==> src/rtl/rcr_pkg.sv <==
package rcr_pkg;
  localparam int REG_W = 32;
  localparam logic [REG_W-1:0] LIVE_MASK   = 32'hF800_0000;
  localparam logic [REG_W-1:0] CLEAR_MASK  = 32'h9800_0000;
  localparam logic [REG_W-1:0] SET_MASK    = 32'h6000_0000;
  localparam logic [REG_W-1:0] POWERUP_VAL = 32'h8000_0000;
  localparam int B_SOFT_POR = 30;
  localparam int B_SOFT_EXT = 29;
  localparam int N_BTN      = 2;
  // button i sets bit BTN_BASE - i : index 0 -> 28, index 1 -> 27
  localparam int BTN_BASE   = 28;
endpackage

==> src/rtl/rcr_bus_decode.sv <==
module rcr_bus_decode
  import rcr_pkg::*;
#(
  parameter int ADDR_W = 16,
  parameter logic [ADDR_W-1:0] WIN_BASE = 16'h0040
) (
  input  logic              en,
  input  logic              we,
  input  logic [ADDR_W-1:0] addr,
  input  logic [REG_W-1:0]  wdata,
  input  logic [REG_W-1:0]  word,
  output logic              wr_live,
  output logic [REG_W-1:0]  wr_val,
  output logic [REG_W-1:0]  rdata
);
  localparam int HI = ADDR_W - 1;

  logic in_win;
  logic live;

  always_comb begin
    in_win  = (addr[HI:3] == WIN_BASE[HI:3]);
    live    = en && in_win && addr[2];
    wr_live = live && we;
    wr_val  = wdata & LIVE_MASK;
    rdata   = (live && !we) ? word : '0;
  end
endmodule

==> src/rtl/rcr_boot_counter.sv <==
module rcr_boot_counter #(
  parameter int CNT_W = 2
) (
  input  logic clk,
  input  logic por_n,
  input  logic bump,
  input  logic clear,
  output logic first
);
  localparam logic [CNT_W-1:0] CNT_MAX = {CNT_W{1'b1}};

  logic [CNT_W-1:0] cnt_q;

  always_ff @(posedge clk or negedge por_n) begin
    if (!por_n) begin
      cnt_q <= '0;
    end else if (bump) begin
      if (cnt_q != CNT_MAX) cnt_q <= cnt_q + 1'b1;
    end else if (clear) begin
      cnt_q <= '0;
    end
  end

  assign first = (cnt_q == '0);
endmodule

==> src/rtl/rcr_status_bits.sv <==
module rcr_status_bits
  import rcr_pkg::*;
(
  input  logic             clk,
  input  logic             por_n,
  input  logic             sys_rst,
  input  logic             load_pwr,
  input  logic             wr_live,
  input  logic [REG_W-1:0] wr_val,
  input  logic [N_BTN-1:0] btn,
  output logic [REG_W-1:0] word
);
  logic [REG_W-1:0] btn_bits;
  logic [REG_W-1:0] base_nxt;
  logic [REG_W-1:0] word_q;

  always_comb begin
    btn_bits = '0;
    for (int i = 0; i < N_BTN; i++) btn_bits[BTN_BASE-i] = btn[i];
  end

  always_comb begin
    base_nxt = word_q;
    if (sys_rst) begin
      if (load_pwr) base_nxt = POWERUP_VAL;
    end else if (wr_live) begin
      base_nxt = (word_q & ~(wr_val & CLEAR_MASK)) | (wr_val & SET_MASK);
    end
  end

  always_ff @(posedge clk or negedge por_n) begin
    if (!por_n) word_q <= '0;
    else        word_q <= (base_nxt | btn_bits) & LIVE_MASK;
  end

  assign word = word_q;
endmodule

==> src/rtl/reset_cause_reg.sv <==
module reset_cause_reg
  import rcr_pkg::*;
#(
  parameter int ADDR_W = 16,
  parameter logic [ADDR_W-1:0] WIN_BASE = 16'h0040,
  parameter int CNT_W = 2
) (
  input  logic              clk,
  input  logic              por_n,
  input  logic              sys_rst,
  input  logic              bus_en,
  input  logic              bus_we,
  input  logic [ADDR_W-1:0] bus_addr,
  input  logic [31:0]       bus_wdata,
  output logic [31:0]       bus_rdata,
  input  logic              btn_por,
  input  logic              btn_ext,
  output logic              sys_rst_req
);
  logic             wr_hit;
  logic             wr_eff;
  logic [REG_W-1:0] wr_val;
  logic [REG_W-1:0] stat_q;
  logic             first;
  logic             req_q;

  rcr_bus_decode #(.ADDR_W(ADDR_W), .WIN_BASE(WIN_BASE)) u_dec (
    .en(bus_en), .we(bus_we), .addr(bus_addr), .wdata(bus_wdata),
    .word(stat_q), .wr_live(wr_hit), .wr_val(wr_val), .rdata(bus_rdata)
  );

  assign wr_eff = wr_hit && !sys_rst;

  rcr_boot_counter #(.CNT_W(CNT_W)) u_cnt (
    .clk(clk), .por_n(por_n), .bump(sys_rst),
    .clear(wr_eff && wr_val[B_SOFT_POR]), .first(first)
  );

  rcr_status_bits u_bits (
    .clk(clk), .por_n(por_n), .sys_rst(sys_rst), .load_pwr(first),
    .wr_live(wr_eff), .wr_val(wr_val), .btn({btn_ext, btn_por}),
    .word(stat_q)
  );

  always_ff @(posedge clk or negedge por_n) begin
    if (!por_n) req_q <= 1'b0;
    else        req_q <= wr_eff && (wr_val[B_SOFT_POR] || wr_val[B_SOFT_EXT]);
  end

  assign sys_rst_req = req_q;
endmodule

==> config.mk <==
export PLATFORM = sky130hd
export DESIGN_NAME = reset_cause_reg
export DESIGN_NICKNAME = d
export VERILOG_FILES = /design/src/rtl/rcr_pkg.sv /design/src/rtl/rcr_bus_decode.sv /design/src/rtl/rcr_boot_counter.sv /design/src/rtl/rcr_status_bits.sv /design/src/rtl/reset_cause_reg.sv
export SDC_FILE = /design/constraint.sdc
export NUM_CORES = 1
export LEC_CHECK = 0
export BUFFER_PORTS_ARGS = -buffer_cell sky130_fd_sc_hd__buf_4
export CAP_MARGIN = 25
export CORE_MARGIN = 10
export CORE_UTILIZATION = 37
export CTS_BUF_LIST = sky130_fd_sc_hd__clkbuf_8
export CTS_CLUSTER_DIAMETER = 40
export CTS_CLUSTER_SIZE = 14
export DETAILED_ROUTE_END_ITERATION = 7
export PLACE_DENSITY = 0.78
export SETUP_SLACK_MARGIN = 0.3
export SLEW_MARGIN = 25
export SYNTH_ARGS = -nofsm -noshare
export SYNTH_HDL_FRONTEND = slang
export SYNTH_HIERARCHICAL = 1
export SYNTH_SLANG_ARGS = --single-unit
export TNS_END_PERCENT = 20
==> constraint.sdc <==
create_clock -name clk -period 3.2 [get_ports clk]
set_input_delay 0.96 -clock clk [delete_from_list [all_inputs] [get_ports clk]]
set_output_delay 0.96 -clock clk [all_outputs]
set_load 0.02 [all_outputs]
==> results.sh, run 1 <==
export IMPL_status="complete, but fails checks"
export IMPL_violations="setup timing"
export IMPL_routedWlPerCell_um=14.64
export IMPL_whs_path_depth=1
export IMPL_p_int_uw=291.5
export IMPL_cts_root_buf="clkbuf_8"
export IMPL_die_y_um=70.73
export IMPL_final_antenna_net_count=0
export IMPL_post_dp_cell_area_um2=1104
export IMPL_htree_levels=1
export IMPL_netlist_area_um2=952.2
export IMPL_grt_pass1_vias=806
export IMPL_floorplan_initialDensity_pct=38.43
export IMPL_overflow=0
export IMPL_dr_pass1_iters=2
export IMPL_cts_buffers=3
export IMPL_p_per_area_nw_per_um2=337.9
export IMPL_viasPerCell=4.284
export IMPL_hp_start="u_bits/word[29]"
export IMPL_synth_area_per_cell_um2=8.816
export IMPL_cp_max_fo=7
export IMPL_p_seq_share_pct=38.2
export IMPL_fin_nets=198
export IMPL_vdd_drop_max_mv=0.3282
export IMPL_placed_cells_incl_taps=164
export IMPL_setup_viol=5
export IMPL_end_kind="primary output"
export IMPL_cts_sinks=8
export IMPL_r2r_start="u_cnt/cnt_q[0]"
export IMPL_grt_usage_pct=9.232
export IMPL_setup_tns_ps=-479.2
export IMPL_combPwrFrac_pct=33.0
export IMPL_maxCapViolations=0
export IMPL_fin_ws_ps=-102.3
export IMPL_drive_gt1_share_pct=52.52
export IMPL_gp_congestion=0.7715
export IMPL_fin_crit_sh_pct=103.2
export IMPL_clk_pin_slew_ps=40
export IMPL_row_count=18
export IMPL_worst_skew_pair_late_latency_ps=220
export IMPL_required_ps=2240
export IMPL_antenna_diode_count=0
export IMPL_drc=0
export IMPL_hp_class="reg2reg"
export IMPL_p_clk_share_pct=28.7
export IMPL_synth_cells=108
export IMPL_cts_max_path_buffers=2
export IMPL_hpwlAfterDp_um=2120
export IMPL_rsz0062_at_grt="true"
export IMPL_hold_violations=0
export IMPL_syn_to_final_growth_pct=26.68
export IMPL_coreArea_um2=2477
export IMPL_grt_pass1_wl_um=3912
export IMPL_ios=88
export IMPL_stdcell_area_um2=1206
export IMPL_startpoint="bus_addr[15]"
export IMPL_power_leakage_uw=0.0006307
export IMPL_die_x_um=70.73
export IMPL_fin_worst_skew_ps=0.5702
export IMPL_antenna_found_initial=0
export IMPL_finalMaxSlewViolations=0
export IMPL_holdWs_ps=500.1
export IMPL_critical_path_arrival_ps=2340
export IMPL_die_area_um2=5003
export IMPL_first_iter_violations=7
export IMPL_crit_type="in2out"
export IMPL_yosys_warnings=6
export IMPL_cp_start_kind="input port"
export IMPL_p_sw_uw=116.0
export IMPL_vias=724
export IMPL_period_needed_ps=3302
export IMPL_grt_max_degree=12
export IMPL_cts_tree="done"
export IMPL_fmax_mhz=302.8
export IMPL_routed_wl_um=2475
export IMPL_port_buffers=31
export IMPL_p_sw_share_pct=28.47
export IMPL_fin_cells=169
export IMPL_reg2reg_depth=4
export IMPL_fin_util_pct=48.69
export IMPL_hold_buffers=0
[state kept, by name, indices dropped and copies added, names as in the netlist]
name / count
u_bits/word: 5
u_cnt/cnt_q: 2
sys_rst_req: 1
[power by group through the flow]
stage / sequential [uW] / combinational (uW) / clock (uW)
6_report: 156 / 135 / 117
3_5_place_dp: 157 / 132 / 0
3_3_place_gp: 154 / 121 / 0
4_1_cts: 156 / 133 / 121
5_1_grt: 159 / 149 / 124
2_1_floorplan: 151 / 113 / 0
[worst max-delay path, cell delays in order]
cell and delay [ps]:
buf_6 90, or4b_4 550, nor4_4 320, buf_6 170, and2_4 140, buf_6 110
[layout make-up]
type	instances	area, um^2
inverter	5	18.77
multi-input combinational	86	589.3
sequential	8	200.2
clock buffer	3	41.29
fill	258	1271
timing repair buffer	37	319.1
tap	30	37.54
[metrics by stage]
step | setup WS (ps) | power (uW)
3_3_place_gp | -179.0 | 275.4
5_1_grt | -148.9 | 432.8
6_report | -102.3 | 407.5
3_5_place_dp | -166.7 | 288.9
4_1_cts | -137.5 | 410.4
2_1_floorplan | 15.81 | 263.8
[routing by layer]
layer | GRT usage (%) | wire (um)
met1 | 8.723 | 899
met2 | 18.50 | 1365
met3 | 3.068 | 210
met4 | 1.935 | 0
met5 | 0 | 0
[repair_timing]
item	CTS	global route
setup buffers	1	1
resized for setup	9	4
endpoints found under the setup margin	5	5
pin swaps	6	5
endpoints found under the hold margin	0	0
[cells in the final DEF, fill, tap and decap left out, types with 3 or more instances in the layout]
| master | instances |
|---|---|
| and2_4 | 5 |
| dfrtp_1 | 8 |
| clkbuf_8 | 3 |
| and2_2 | 19 |
| buf_6 | 11 |
| inv_1 | 5 |
| buf_4 | 26 |
| and2_1 | 9 |
| conb_1 | 27 |
[final timing paths]
check	end	slack (ps)
min in group asynchronous	sys_rst_req	550
min	u_bits/word[29]	500
min reg2reg	u_bits/word[29]	500
max reg2reg	u_bits/word[27]	2030
max	bus_rdata[27]	-100
max in group asynchronous	u_cnt/cnt_q[0]	2520
Power figures use the tool's default switching activity.
==> run 2, diff against run 1 <==
SETUP_SLACK_MARGIN = not set   (was 0.3)
==> run 2 against run 1 <==
The flow still finishes with violations (setup timing). Sequential power is essentially flat. Final cell count grew 1.2%. Flip-flop and latch count stayed put. Worst hold slack better by 4.3 ps. Non-clock buffer count rose by 2. Critical path type unchanged. Critical endpoint is now bus_rdata[29]. Highest routed layer is now met4.
==> results.sh, run 2 (synthesis gave the netlist of run 1 again) <==
export IMPL_status="complete, but fails checks"
export IMPL_violations="setup timing"
export IMPL_die_y_um=70.73
export IMPL_worst_skew_pair_late_latency_ps=230
export IMPL_critical_path_arrival_ps=2390
export IMPL_crit_chain="buf_4, or4_4, nor4_4, buf_4, and2_4, buf_6"
export IMPL_power_uw=412.5
export IMPL_cts_root_buf="clkbuf_8"
export IMPL_hpwlAfterDp_um=1880
export IMPL_fin_worst_skew_ps=0.3957
export IMPL_clk_pin_slew_ps=40
export IMPL_cts_sinks=8
export IMPL_final_common_cell="buf_4"
export IMPL_grt_pass1_vias=793
export IMPL_fin_nets=200
export IMPL_placed_cells_incl_taps=162
export IMPL_hold_violations=0
export IMPL_routed_wl_um=2297
export IMPL_crit_family="simple AND/OR/NAND/NOR gates"
export IMPL_power_leakage_uw=0.0006405
export IMPL_port_buffers=31
export IMPL_vdd_drop_max_mv=0.3417
export IMPL_grt_pass1_wl_um=3726
export IMPL_path_buf_inv=3
export IMPL_fin_ws_ps=-151.6
export IMPL_syn_to_final_growth_pct=27.60
export IMPL_drive_gt1_share_pct=53.19
export IMPL_overflow=0
export IMPL_drc=0
export IMPL_fin_crit_sh_pct=104.7
export IMPL_die_x_um=70.73
export IMPL_period_needed_ps=3352
export IMPL_end_kind="primary output"
export IMPL_first_iter_violations=2
export IMPL_routedWlPerCell_um=13.43
export IMPL_p_per_area_nw_per_um2=339.6
export IMPL_cts_buffers=3
export IMPL_cts_tree="done"
export IMPL_crit_type="in2out"
export IMPL_vias=707
export IMPL_crit_path_frequent_cell="buf_4"
export IMPL_fin_cells=171
export IMPL_cp_start_kind="input port"
export IMPL_startpoint="bus_addr[3]"
export IMPL_hp_class="reg2reg"
export IMPL_antenna_found_initial=0
export IMPL_fillers=253
export IMPL_htree_levels=1
export IMPL_dr_pass1_iters=2
export IMPL_final_antenna_net_count=0
export IMPL_floorplan_initialDensity_pct=38.43
export IMPL_coreArea_um2=2477
export IMPL_r2r_start="u_cnt/cnt_q[0]"
export IMPL_maxCapViolations=0
export IMPL_viasPerCell=4.135
export IMPL_die_area_um2=5003
export IMPL_gp_congestion=0.7191
export IMPL_row_count=18
export IMPL_finalMaxSlewViolations=0
export IMPL_slowest_delay_ps=530
export IMPL_antenna_diode_count=0
export IMPL_grt_usage_pct=8.781
export IMPL_grt_max_degree=12
export IMPL_required_ps=2240
export IMPL_holdWs_ps=504.4
export IMPL_slowest_stage="or4_4"
export IMPL_largest_register_ffs=5
export IMPL_ios=88
export IMPL_rsz0062_at_grt="true"
export IMPL_fmax_mhz=298.4
export IMPL_cp_max_fo=5
export IMPL_hp_start="u_bits/word[29]"
export IMPL_cts_max_path_buffers=2
export IMPL_final_cell_mix="buf_4, conb_1, and2_2"
export IMPL_hold_buffers=0
export IMPL_setup_viol=5
==> run 2: cell types whose count changed in the layout (fill, tap and decap cells not counted) <==
cell,before,now
buf_6,11,10
buf_2,0,1
buf_4,26,28
==> run 2: worst paths after layout <==
kind / cells after the start / slack [ps] / endpoint
max in group asynchronous: 1 / 2530 / u_bits/word[31]
setup / recovery: 6 / -150 / bus_rdata[29]
hold / removal: 1 / 500 / u_bits/word[29]
hold reg to reg: 1 / 500 / u_bits/word[29]
min in group asynchronous: 1 / 540 / u_bits/word[29]
setup reg to reg: 4 / 2040 / u_bits/word[29]
==> run 2: cell type report <==
cell class | count | area, um^2 | area share [%]
Timing Repair Buffer | 39 | 327.8 | 26.98
Inverter | 5 | 18.77 | 1.545
Tap cell | 30 | 37.54 | 3.090
Sequential cell | 8 | 200.2 | 16.48
Clock buffer | 3 | 41.29 | 3.399
Multi-Input combinational cell | 86 | 589.3 | 48.51
==> run 2: per-stage QoR <==
| stage | setup WS, ps | cell area [um^2] | utilization, % | TNS [ps] |
|---|---|---|---|---|
| floorplan | -31.87 | 1051 | - | -63.74 |
| global placement | -213.9 | 1081 | 43.64 | -842.5 |
| detailed placement | -224.9 | 1081 | 43.64 | -889.6 |
| CTS | -156.9 | 1204 | 48.59 | -661.4 |
| global route | -210.9 | 1215 | 49.04 | -934.3 |
| finish | -151.6 | 1215 | 49.04 | -637.2 |
==> run 2: worst reg2reg max path, delay by kind of cell (launching register included) <==
| family | cells | cell delay (ps) |
|---|---|---|
| adder cells (fa/ha/maj) | 1 | 210 |
| buffers and inverters | 1 | 100 |
| AND/OR/NAND/NOR | 1 | 110 |
| AO/OA/AOI/OAI | 1 | 230 |
| flip-flops | 1 | 400 |
==> run 2: metal layers <==
| metal | part of all wire, % | global-route usage, % | up-vias |
|---|---|---|---|
| li1 | - | - | 362 |
| met4 | 0.74 | 3.226 | 0 |
| met2 | 55 | 17.01 | 32 |
| met5 | 0 | 0 | - |
| met1 | 33 | 7.851 | 311 |
| met3 | 11 | 3.626 | 2 |
==> run 2: what timing repair did <==
action,in CTS,in global routing
cloned,1,0
buffers inserted,4,1
resized for setup,15,1
setup endpoints to repair,5,5
pin swaps,7,2
==> run 2: where the power goes <==
part           leakage, uW  internal, uW  total [uW]  switching (uW)
clock network    0.0000216          81.6         123            41.1
logic             0.000524          76.6         132            55.3
registers        0.0000952           133         158            24.4
==> run 3, diff against run 2 <==
BUFFER_PORTS_ARGS = not set   (was -buffer_cell sky130_fd_sc_hd__buf_4)
CELL_PAD_IN_SITES_DETAIL_PLACEMENT = 0   (was not set)
CELL_PAD_IN_SITES_GLOBAL_PLACEMENT = 1   (was not set)
CORE_UTILIZATION = 40   (was 37)
DONT_BUFFER_PORTS = 1   (was not set)
MAX_ROUTING_LAYER = met4   (was not set)
PLACE_DENSITY = not set   (was 0.78)
PLACE_DENSITY_LB_ADDON = 0.1   (was not set)
==> run 3 against run 2 <==
The flow still finishes with violations (setup timing). Cell area decreased by 19%. Non-clock buffer count decreased by 33. Highest routed layer unchanged. Worst hold slack lost 74 ps. First-iteration DRC count rose to 6.5 times the previous value. Largest power group unchanged. Flip-flop and latch count stayed put. Clock power shrank 4%.
==> results.sh, run 3 (synthesis gave the netlist of run 1 again) <==
export IMPL_clk_pin_slew_ps=40
export IMPL_row_count=17
export IMPL_die_y_um=68.79
export IMPL_p_per_area_nw_per_um2=377.4
export IMPL_finalMaxSlewViolations=0
export IMPL_syn_to_final_growth_pct=3.417
export IMPL_drive_gt1_share_pct=38.89
export IMPL_grt_pass1_wl_um=3042
export IMPL_die_area_um2=4732
export IMPL_cp_max_fo=8
export IMPL_cts_tree="done"
export IMPL_crit_type="in2out"
export IMPL_final_cell_mix="conb_1, and2_2, and2_1"
export IMPL_drc=0
export IMPL_routed_wl_um=2179
export IMPL_coreArea_um2=2233
export IMPL_antenna_diode_count=0
export IMPL_grt_usage_pct=8.755
export IMPL_maxCapViolations=0
export IMPL_fmax_mhz=312.4
export IMPL_overflow=0
export IMPL_power_uw=371.6
export IMPL_final_antenna_net_count=0
export IMPL_cts_buffers=3
export IMPL_floorplan_initialDensity_pct=42.63
export IMPL_first_iter_violations=13
export IMPL_rsz0062_at_grt="true"
export IMPL_end_kind="primary output"
export IMPL_final_common_cell="conb_1"
export IMPL_cts_root_buf="clkbuf_8"
export IMPL_fin_worst_skew_ps=1.154
export IMPL_vias=613
export IMPL_routedWlPerCell_um=16.02
export IMPL_htree_levels=1
export IMPL_viasPerCell=4.507
export IMPL_largest_register_ffs=5
export IMPL_vdd_drop_max_mv=0.2999
export IMPL_fin_ws_ps=-0.6002
export IMPL_gp_congestion=0.7654
export IMPL_cts_max_path_buffers=2
export IMPL_grt_max_degree=17
export IMPL_die_x_um=68.79
export IMPL_antenna_found_initial=0
export IMPL_status="complete, but fails checks"
export IMPL_hold_violations=0
export IMPL_fin_util_pct=44.09
export IMPL_period_needed_ps=3201
export IMPL_worst_skew_pair_late_latency_ps=220
export IMPL_hpwlAfterDp_um=1672
export IMPL_fin_nets=167
export IMPL_ios=88
export IMPL_fillers=234
export IMPL_hp_class="in2async"
export IMPL_violations="setup timing"
export IMPL_grt_pass1_vias=645
export IMPL_setup_viol=2
export IMPL_required_ps=2240
export IMPL_fin_crit_sh_pct=100.0
export IMPL_critical_path_arrival_ps=2240
export IMPL_port_buffers=0
export IMPL_hold_buffers=0
export IMPL_cp_start_kind="input port"
export IMPL_power_leakage_uw=0.0004847
export IMPL_cts_sinks=8
export IMPL_dr_pass1_iters=2
run 3: worst paths after layout:
kind	start	endpoint	slack [ps]	cells past startpoint
setup / recovery	bus_addr[7]	bus_rdata[29]	-0.6	4
hold / removal	por_n	u_bits/word[31]	430	0
setup reg to reg	u_cnt/cnt_q[0]	u_bits/word[29]	2050	4
hold reg to reg	u_bits/word[29]	u_bits/word[29]	490	1
max in group asynchronous	por_n	u_bits/word[27]	2700	0
min in group clk	u_bits/word[29]	u_bits/word[29]	490	1
run 3: metrics by stage:
step	setup slack, ps	instances	area [um^2]	hold WS, ps	TNS [ps]
after global routing	-39.00	136	984.7	417.3	-180.0
after floorplan	-31.87	134	1051	458.8	-63.74
after global placement	-66.41	128	850.8	474.8	-193.8
final	-0.6002	136	984.7	430.9	-0.8116
after CTS	-26.07	133	935.9	425.2	-98.20
after detailed placement	-65.44	128	850.8	479.3	-190.2
run 3: report_power, final:
group / internal [uW] / total (uW) / switching (uW) / leakage, uW
Sequential: 134 / 156 / 22.3 / 0.0000952
Combinational: 54.9 / 98.2 / 43.2 / 0.000368
Clock: 81.2 / 118 / 36.4 / 0.0000216
Total: 270 / 372 / 102 / 0.000485
run 3: layout make-up:
cell class | count | area, um^2 | area share [%]
inverter | 5 | 18.77 | 1.906
timing repair buffer | 6 | 100.1 | 10.17
clock buffer | 3 | 41.29 | 4.193
multi-input combinational | 86 | 589.3 | 59.85
sequential | 8 | 200.2 | 20.33
tap | 28 | 35.03 | 3.558
run 3: per-layer routing:
layer  vias up  share of wire, %  GRT usage, %  wire [um]
li1        299                 -             -          -
met4         0              0.64         2.956         14
met1       271                32         7.459        699
met2        41                47         15.90       1031
met5         -                 0             -          0
met3         2                20         4.831        434
run 3: what timing repair did:
| action | CTS | global route |
|---|---|---|
| setup endpoints to repair | 5 | 5 |
| buffers inserted | 1 | 2 |
| pin swaps | 1 | 2 |
| resized for setup | 3 | 5 |
| gates cloned | 1 | 1 |
run 3: worst max-delay path: stages:
cell	delay, ps
or4_4	550
nor4_4	390
buf_12	170
and2_4	180
